### src/rtl/aoi_pkg.sv
package aoi_pkg;
    localparam int NIN = 4;
    localparam int LIT_W = 2;

    typedef enum logic [LIT_W-1:0] {
        LIT_ZERO = 2'b00,
        LIT_TRUE = 2'b01,
        LIT_COMP = 2'b10,
        LIT_ONE  = 2'b11
    } lit_sel_e;
endpackage

### src/rtl/aoi_term.sv
module aoi_term
    import aoi_pkg::*;
(
    input  logic [NIN-1:0]       in_i,
    input  logic [NIN*LIT_W-1:0] sel_i,
    output logic                 prod_o
);
    logic [NIN-1:0] lit;

    for (genvar i = 0; i < NIN; i++) begin : g_lit
        always_comb begin
            unique case (lit_sel_e'(sel_i[i*LIT_W +: LIT_W]))
                LIT_ZERO: lit[i] = 1'b0;
                LIT_TRUE: lit[i] = in_i[i];
                LIT_COMP: lit[i] = ~in_i[i];
                LIT_ONE:  lit[i] = 1'b1;
                default:  lit[i] = 1'b0;
            endcase
        end
    end

    assign prod_o = &lit;
endmodule

### src/rtl/aoi_cfg_regs.sv
module aoi_cfg_regs #(
    parameter int TERM_W = 32,
    parameter int CTL_W  = 9,
    parameter int DATA_W = 32
) (
    input  logic              clk,
    input  logic              rst_n,
    input  logic              wr_en_i,
    input  logic              wr_addr_i,
    input  logic [DATA_W-1:0] wr_data_i,
    output logic [TERM_W-1:0] term_o,
    output logic [CTL_W-1:0]  ctl_o,
    output logic [1:0]        lock_o
);
    typedef struct packed {
        logic [TERM_W-1:0] term;
        logic [CTL_W-1:0]  ctl;
        logic [1:0]        lock;
    } cfg_st_t;

    cfg_st_t st_d, st_q;

    always_comb begin
        st_d = st_q;
        if (wr_en_i) begin
            if (!wr_addr_i && !st_q.lock[0]) begin
                st_d.term    = wr_data_i[TERM_W-1:0];
                st_d.lock[0] = 1'b1;
            end else if (wr_addr_i && !st_q.lock[1]) begin
                st_d.ctl     = wr_data_i[CTL_W-1:0];
                st_d.lock[1] = 1'b1;
            end
        end
    end

    always_ff @(posedge clk or negedge rst_n) begin
        if (!rst_n) st_q <= '0;
        else        st_q <= st_d;
    end

    assign term_o = st_q.term;
    assign ctl_o  = st_q.ctl;
    assign lock_o = st_q.lock;

    assert_term_lock_sticky_R6: assert property (@(posedge clk) disable iff (!rst_n)
        st_q.lock[0] |=> st_q.lock[0]);
    assert_term_frozen_R6: assert property (@(posedge clk) disable iff (!rst_n)
        st_q.lock[0] |=> $stable(st_q.term));
    assert_ctl_frozen_R7: assert property (@(posedge clk) disable iff (!rst_n)
        st_q.lock[1] |=> ($stable(st_q.ctl) && st_q.lock[1]));
endmodule

### src/rtl/aoi_req.sv
module aoi_req (
    input  logic clk,
    input  logic rst_n,
    input  logic fn_i,
    input  logic ack_i,
    output logic out_o,
    output logic req_o
);
    typedef struct packed {
        logic out;
        logic req;
    } req_st_t;

    req_st_t st_d, st_q;

    always_comb begin
        st_d     = st_q;
        st_d.out = fn_i;
        if (ack_i)              st_d.req = 1'b0;
        if (fn_i && !st_q.out)  st_d.req = 1'b1;
    end

    always_ff @(posedge clk or negedge rst_n) begin
        if (!rst_n) st_q <= '0;
        else        st_q <= st_d;
    end

    assign out_o = st_q.out;
    assign req_o = st_q.req;

    assert_rise_sets_req_R8: assert property (@(posedge clk) disable iff (!rst_n)
        $rose(st_q.out) |-> st_q.req);
    assert_req_holds_R8: assert property (@(posedge clk) disable iff (!rst_n)
        (st_q.req && !ack_i) |=> st_q.req);
    assert_no_spurious_req_R10: assert property (@(posedge clk) disable iff (!rst_n)
        $rose(st_q.req) |-> $rose(st_q.out));
endmodule

### src/rtl/aoi_cell.sv
module aoi_cell
    import aoi_pkg::*;
#(
    parameter int NSRC  = 4,
    parameter int NTERM = 4
) (
    input  logic        clk,
    input  logic        rst_n,
    input  logic [3:0]  src_i,
    input  logic        wr_en_i,
    input  logic        wr_addr_i,
    input  logic [31:0] wr_data_i,
    input  logic        ack_i,
    output logic        out_o,
    output logic        req_o,
    output logic [1:0]  lock_o
);
    localparam int SEL_W  = $clog2(NSRC);
    localparam int CTL_W  = NIN * SEL_W + 1;
    localparam int TW     = NIN * LIT_W;
    localparam int TERM_W = NTERM * TW;
    localparam int DATA_W = 32;

    logic [TERM_W-1:0] term_cfg;
    logic [CTL_W-1:0]  ctl_cfg;
    logic [NIN-1:0]    opnd;
    logic [NTERM-1:0]  prod;
    logic              fn;

    aoi_cfg_regs #(.TERM_W(TERM_W), .CTL_W(CTL_W), .DATA_W(DATA_W)) u_cfg (
        .clk       (clk),
        .rst_n     (rst_n),
        .wr_en_i   (wr_en_i),
        .wr_addr_i (wr_addr_i),
        .wr_data_i (wr_data_i),
        .term_o    (term_cfg),
        .ctl_o     (ctl_cfg),
        .lock_o    (lock_o)
    );

    for (genvar i = 0; i < NIN; i++) begin : g_opnd
        assign opnd[i] = src_i[ctl_cfg[i*SEL_W +: SEL_W]];
    end

    for (genvar k = 0; k < NTERM; k++) begin : g_term
        aoi_term u_term (
            .in_i   (opnd),
            .sel_i  (term_cfg[k*TW +: TW]),
            .prod_o (prod[k])
        );
    end

    assign fn = (|prod) ^ ctl_cfg[CTL_W-1];

    aoi_req u_req (
        .clk   (clk),
        .rst_n (rst_n),
        .fn_i  (fn),
        .ack_i (ack_i),
        .out_o (out_o),
        .req_o (req_o)
    );

    assert_ack_clears_R9: assert property (@(posedge clk) disable iff (!rst_n)
        (req_o && ack_i) |=> (!req_o || $rose(out_o)));
endmodule

### config.mk
export PLATFORM = sky130hd
export DESIGN_NAME = aoi_cell
export DESIGN_NICKNAME = d
export VERILOG_FILES = /design/src/rtl/aoi_pkg.sv /design/src/rtl/aoi_term.sv /design/src/rtl/aoi_cfg_regs.sv /design/src/rtl/aoi_req.sv /design/src/rtl/aoi_cell.sv
export SDC_FILE = /design/constraint.sdc
export NUM_CORES = 1
export LEC_CHECK = 0
export BUFFER_PORTS_ARGS = -buffer_cell sky130_fd_sc_hd__buf_2
export CORE_MARGIN = 4
export CORE_UTILIZATION = 45
export DETAILED_ROUTE_END_ITERATION = 6
export GPL_TIMING_DRIVEN = 0
export PLACE_DENSITY = 0.7
export SYNTH_ARGS = -nofsm -noshare
export SYNTH_HDL_FRONTEND = slang
export SYNTH_SLANG_ARGS = --single-unit
export TNS_END_PERCENT = 1
### constraint.sdc
create_clock -name clk -period 4.6 [get_ports clk]
set_input_delay 0.69 -clock clk [delete_from_list [all_inputs] [get_ports clk]]
set_output_delay 0.69 -clock clk [all_outputs]
set_load 0.005 [all_outputs]
# Word-level counts from Yosys, hierarchy flattened
# Cells that the tools add are included.
# word_totals
n_memories	0
ram_bits	0
wordCells	121
register_bits	45
latchBits	0
mem_bits_ro	0
# classes
div_mod_pow	0
magnitude_cmp	4
reduce_logical	31
n_shift	0
add_sub_neg	0
bitwise	6
eq_ne	48
mux	26
mul	0
# op_table
operator	n
$eq 2x2->1 const B	32
$pmux 1 s4	16
$eq 2x1->1 const B	16
$logic_not 2->1	16
$reduce_and 4->1	4
$lt 2x3->1 const B	4
$bmux 1 s2	4
$mux 1	6
$not 1->1	5
$logic_not 1->1	4
$reduce_or 4->1	1
$logic_and 1x1->1	3
$reduce_and 3->1	1
$reduce_and 2->1	1
$reduce_bool 2->1	1
$xor 1x1->1	1

# Depth between registers and ports, before layout
# logic_depth
depth_word	9
mapped_depth	5
ltp_nobuf	5

# Hierarchy
# Synthesis repeated with hierarchy kept, for this count alone.
# unflattened
cells_unflattened	123
area_unflattened_um2	1986.9
# by_module_without_submodules
module	area_each_um2	instances	cells_per_inst
aoi_cfg_regs	1620.3	1	92
aoi_term	46.3	4	5
aoi_cell	111.4	1	6
aoi_req	70.1	1	5

# Worst setup path before layout
# OpenSTA, ideal clock, no wires.
# synth_path
path_kind	input port to flip-flop
start	input port src_i[3]
end	register u_req.st_q (netlist bit u_req.out_o)
setup_ns	0.124
path_slack_ns	2.349
required_ns	4.476
cell_stages	5
t_arrival_ns	2.128
path_cell_list	mux4_2 > mux2i_1 > nor4_1 > or4_4 > xor2_1
# synth_between
elab_chain_cells	7
word_cells_on_any_way	34
cone_classes	mux (24); bitwise (5); reduce/logical (5)
# synth_lines
item	line	rtl
start, declared	aoi_cell.sv:9	input logic [3:0] src_i,
$bmux 1 s2	aoi_cell.sv:42	assign opnd[i] = src_i[ctl_cfg[i*SEL_W +: SEL_W]];
$mux 1 (implied by the code)	aoi_cell.sv:42	
$not 1->1	aoi_term.sv:15	LIT_COMP: lit[i] = ~in_i[i];
$pmux 1 s4	aoi_term.sv:12	unique case (lit_sel_e'(sel_i[i*LIT_W +: LIT_W]))
$reduce_and 4->1	aoi_term.sv:22	assign prod_o = &lit;
$reduce_or 4->1 *	aoi_cell.sv:53	assign fn = (|prod) ^ ctl_cfg[CTL_W-1];
$xor 1x1->1 *	aoi_cell.sv:53	
via fn	aoi_cell.sv:28	logic fn;
end signal, assigned	aoi_req.sv:25	else st_q <= st_d;
end, declared	aoi_req.sv:14	req_st_t st_d, st_q;
# Mark *: on every way through the listed nets, which the timed path passes. The rest lies on a longest branch. The select of a mux whose other input is x is not followed.
# A chain may end at the register's enable or synchronous reset.

# Worst setup path in the final report
# Same ends and word-level chain as after synthesis.

==> metrics.md <==
| Metric | Value |
|---|---|
| PortBufs | `44` |
| Async SR Flop Fraction | `100%` |
| RSZ-0062 raised after global routing | `false` |
| EDFF count, synth | `0` |
| Post-layout nets | `217` |
| Post-synth top cells | `dfrtp_1, mux2_2, mux2i_1` |
| Leakage Power | `1.10 nW` |
| Clock network power share | `25.6%` |
| IO Pins | `45` |
| Root Driver | `clkbuf_8` |
| Num CTS Buffers | `5` |
| Vias per cell | `5.42` |
| Mapped Avg Cell Area | `15.7 um^2` |
| Crit. End Element | `flip-flop` |
| Ys flop type | `dfrtp_1` |
| Multi-input gate area | `816 um^2` |
| Total Neg Setup Slack | `0 ps` |
| Non-filler cells in the finished layout | `226` |
| First-pass GRT wire length | `6.38 mm` |
| Initial core utilization | `47.6%` |
| Routed len/inst | `17.1 um` |
| # setup viols final | `0` |
| Most common cell in the synthesized netlist | `dfrtp_1` |
| Critical Path RT | `4780 ps` |
| Post-synthesis sequential area ratio | `57.5%` |
| Sequential Power Share | `54.7%` |
| Post-synth top area share | `57.5%` |
| Dpl hpwl | `3.01 mm` |
| Max VDD drop | `0.000226 V` |
| Post-synthesis adder-cell area fraction | `0%` |
| Detailed Route WL | `3.87 mm` |
| Initial antenna violation count | `0` |
| FMAX | `443 MHz` |
| Die Y | `73.9 um` |
| Layout cells sized above 1 | `54.5%` |
| Max Clock Skew | `4.05 ps` |
| Diode count | `0` |
| Outcome | `finished, final reports clean` |
| Worst setup SP type | `input pin` |
| Switch Pwr | `0.232 mW` |
| Dpl cells | `219` |
| Synth unique cells | `15` |
| Hold WC Path Type | `reg2reg` |
| Worst-skew pair later-pin latency | `290 ps` |
| Worst-path maximum fanout | `4` |
| Chip width | `73.9 um` |
| Final min period | `2260 ps` |
| Mux share of post-synthesis cell area | `36.4%` |
| Routed Antenna Nets | `0` |
| Number of global-route vias before repair | `1336` |
| Fill count | `352` |
| CP bufs+invs | `1` |
| Detailed-router iteration count before antenna repair | `4` |
| Largest net degree at the start of global routing | `46` |
| RePlAce Congestion | `0.737` |
| Slew @ Worst Pin | `969 ps` |
| #FFs+latches synth | `45` |
| Crit path DAT | `2440 ps` |
| FF+latch area | `1130 um^2` |
| Delay-heaviest family, CP | `multiplexers` |
| Clock Tree Buf Depth | `2` |
| Cell count after synthesis | `125` |
| Worst path slowest cell | `mux4_2` |
| P&R area growth vs syn | `18.9%` |
| Number of max-cap violations | `0` |
| Grt ovf | `0` |
| CTS tree | `done` |
| Die ar. | `5470 um^2` |
| Fin crit share | `49.1%` |
| Top cell type by total area after synthesis | `dfrtp_1` |
| CTS H-tree depth | `2` |
| Post-synthesis compound-gate area fraction | `1.28%` |
| Synth warn | `0` |
| CORE AREA | `4120 um^2` |
| Drt drc | `0` |
| Pwr per Cell Area | `398 nW/um^2` |
| CTS clk-pin slew, worst paths | `70 ps` |
| Post-CTS Setup Bufs | `0` |
| Max transition margin | `35.4%` |
| Post-Syn Area | `1960 um^2` |
| Resize count post-CTS | `0` |
| Synth area leaders | `dfrtp_1, mux2_2, mux2i_1, mux4_2, nor4_1` |
| Global-route usage over all layers | `15.9%` |
| Final Hold Vio Count | `0` |
| Sw frac | `25.0%` |
| Post-CTS Hold Buffers | `0` |
| Critical-path cell list | `buf_2, mux4_2, mux2i_1, nor4_1, or4_4, xor2_1` |
| Largest family of logic cells by synthesized area | `multiplexers` |
| Synth Area in Simple Gates | `3.58%` |
| Num Clock Sinks | `45` |
| Post-synthesis xor/xnor area fraction | `0.448%` |
| Int Pwr | `0.695 mW` |
| Initial DRC count | `60` |
| Setup CP Type | `in2reg` |
| Comb power frac | `19.7%` |
| Slew Viols, Final | `0` |
| Total power | `0.927 mW` |
| Synthesized net count | `166` |
| # rows | `23` |
| Vias | `1225` |
| Worst path max stage delay | `590 ps` |
-- per-layer routing --
metal	up-vias	global-route usage [%]	routed length, um
met2	36	25.7	1820
met3	6	6.62	267
met5	-	0	0
met1	613	19.7	1730
met4	0	4.83	52
li1	570	-	-
-- power by group through the flow --
stage	combinational, mW	sequential [mW]	clock (mW)
2_1_floorplan	0.126	0.503	0
3_3_place_gp	0.178	0.510	0
3_5_place_dp	0.186	0.515	0
4_1_cts	0.187	0.507	0.244
5_1_grt	0.201	0.515	0.261
6_report	0.183	0.507	0.238
-- registers in the layout, summed over array words and instances, names as in the netlist --
name and cells:
u_cfg.term_o 32, u_cfg.lock_o 2, u_cfg.ctl_o 9, u_req.out_o 1, u_req.req_o 1
-- worst paths after layout --
check                           depth (start not counted)       startpoint  slack, ps                to
worst max-delay path                                    6         src_i[3]       2340       u_req.out_o
max in group asynchronous                               1            rst_n       3450  u_cfg.term_o[27]
worst min register to register                          1  u_cfg.lock_o[1]        480   u_cfg.lock_o[1]
worst min-delay path                                    1  u_cfg.lock_o[1]        480   u_cfg.lock_o[1]
min in group asynchronous                               1            rst_n        550  u_cfg.term_o[18]
worst max register to register                          5   u_cfg.ctl_o[6]       2460       u_req.out_o
-- layout make-up --
type,instances,share of cell area [%]
Buffer,3,0.484
Clock buffer,7,3.71
Inverter,1,0.161
Multi-Input combinational cell,76,35.1
Sequential cell,45,48.4
Tap cell,50,2.69
Timing Repair Buffer,44,9.47
-- worst reg2reg max path: stages (launching register included) --
cell	delay (ps)
dfrtp_1	370
mux4_2	620
mux2i_1	220
nor4_1	110
or4_4	550
xor2_1	150
-- cells in the final DEF, fill, tap and decap left out --
master	instances
a21o_1	1
buf_2	44
clkbuf_1	4
clkbuf_8	6
dfrtp_1	45
inv_1	1
mux2_2	41
mux2i_1	16
mux4_2	4
nand2b_1	3
nand3b_1	1
nor2_1	2
nor4_1	4
o221ai_1	1
o41ai_1	1
or4_4	1
xor2_1	1
-- through the flow --
step	instance area, um^2	setup WS, ps	utilization, %	hold slack, ps
global route	2330	2290	56.5	510
finish	2330	2340	56.5	479
detailed placement	2240	2010	54.4	470
CTS	2330	2340	56.5	489
floorplan	1960	2350	-	394
global placement	2240	2080	54.4	450
-- logic make-up (layout without fill, tap and decap cells) --
| group | Yosys count | after routing |
|---|---|---|
| compound gates | 3 | 3 |
| simple gates | 11 | 11 |
| flops | 45 | 45 |
| mux | 61 | 61 |
| xor+xnor | 1 | 1 |
| buf+inv | 4 | 55 |
No activity file was read; power rests on OpenSTA's default activity.
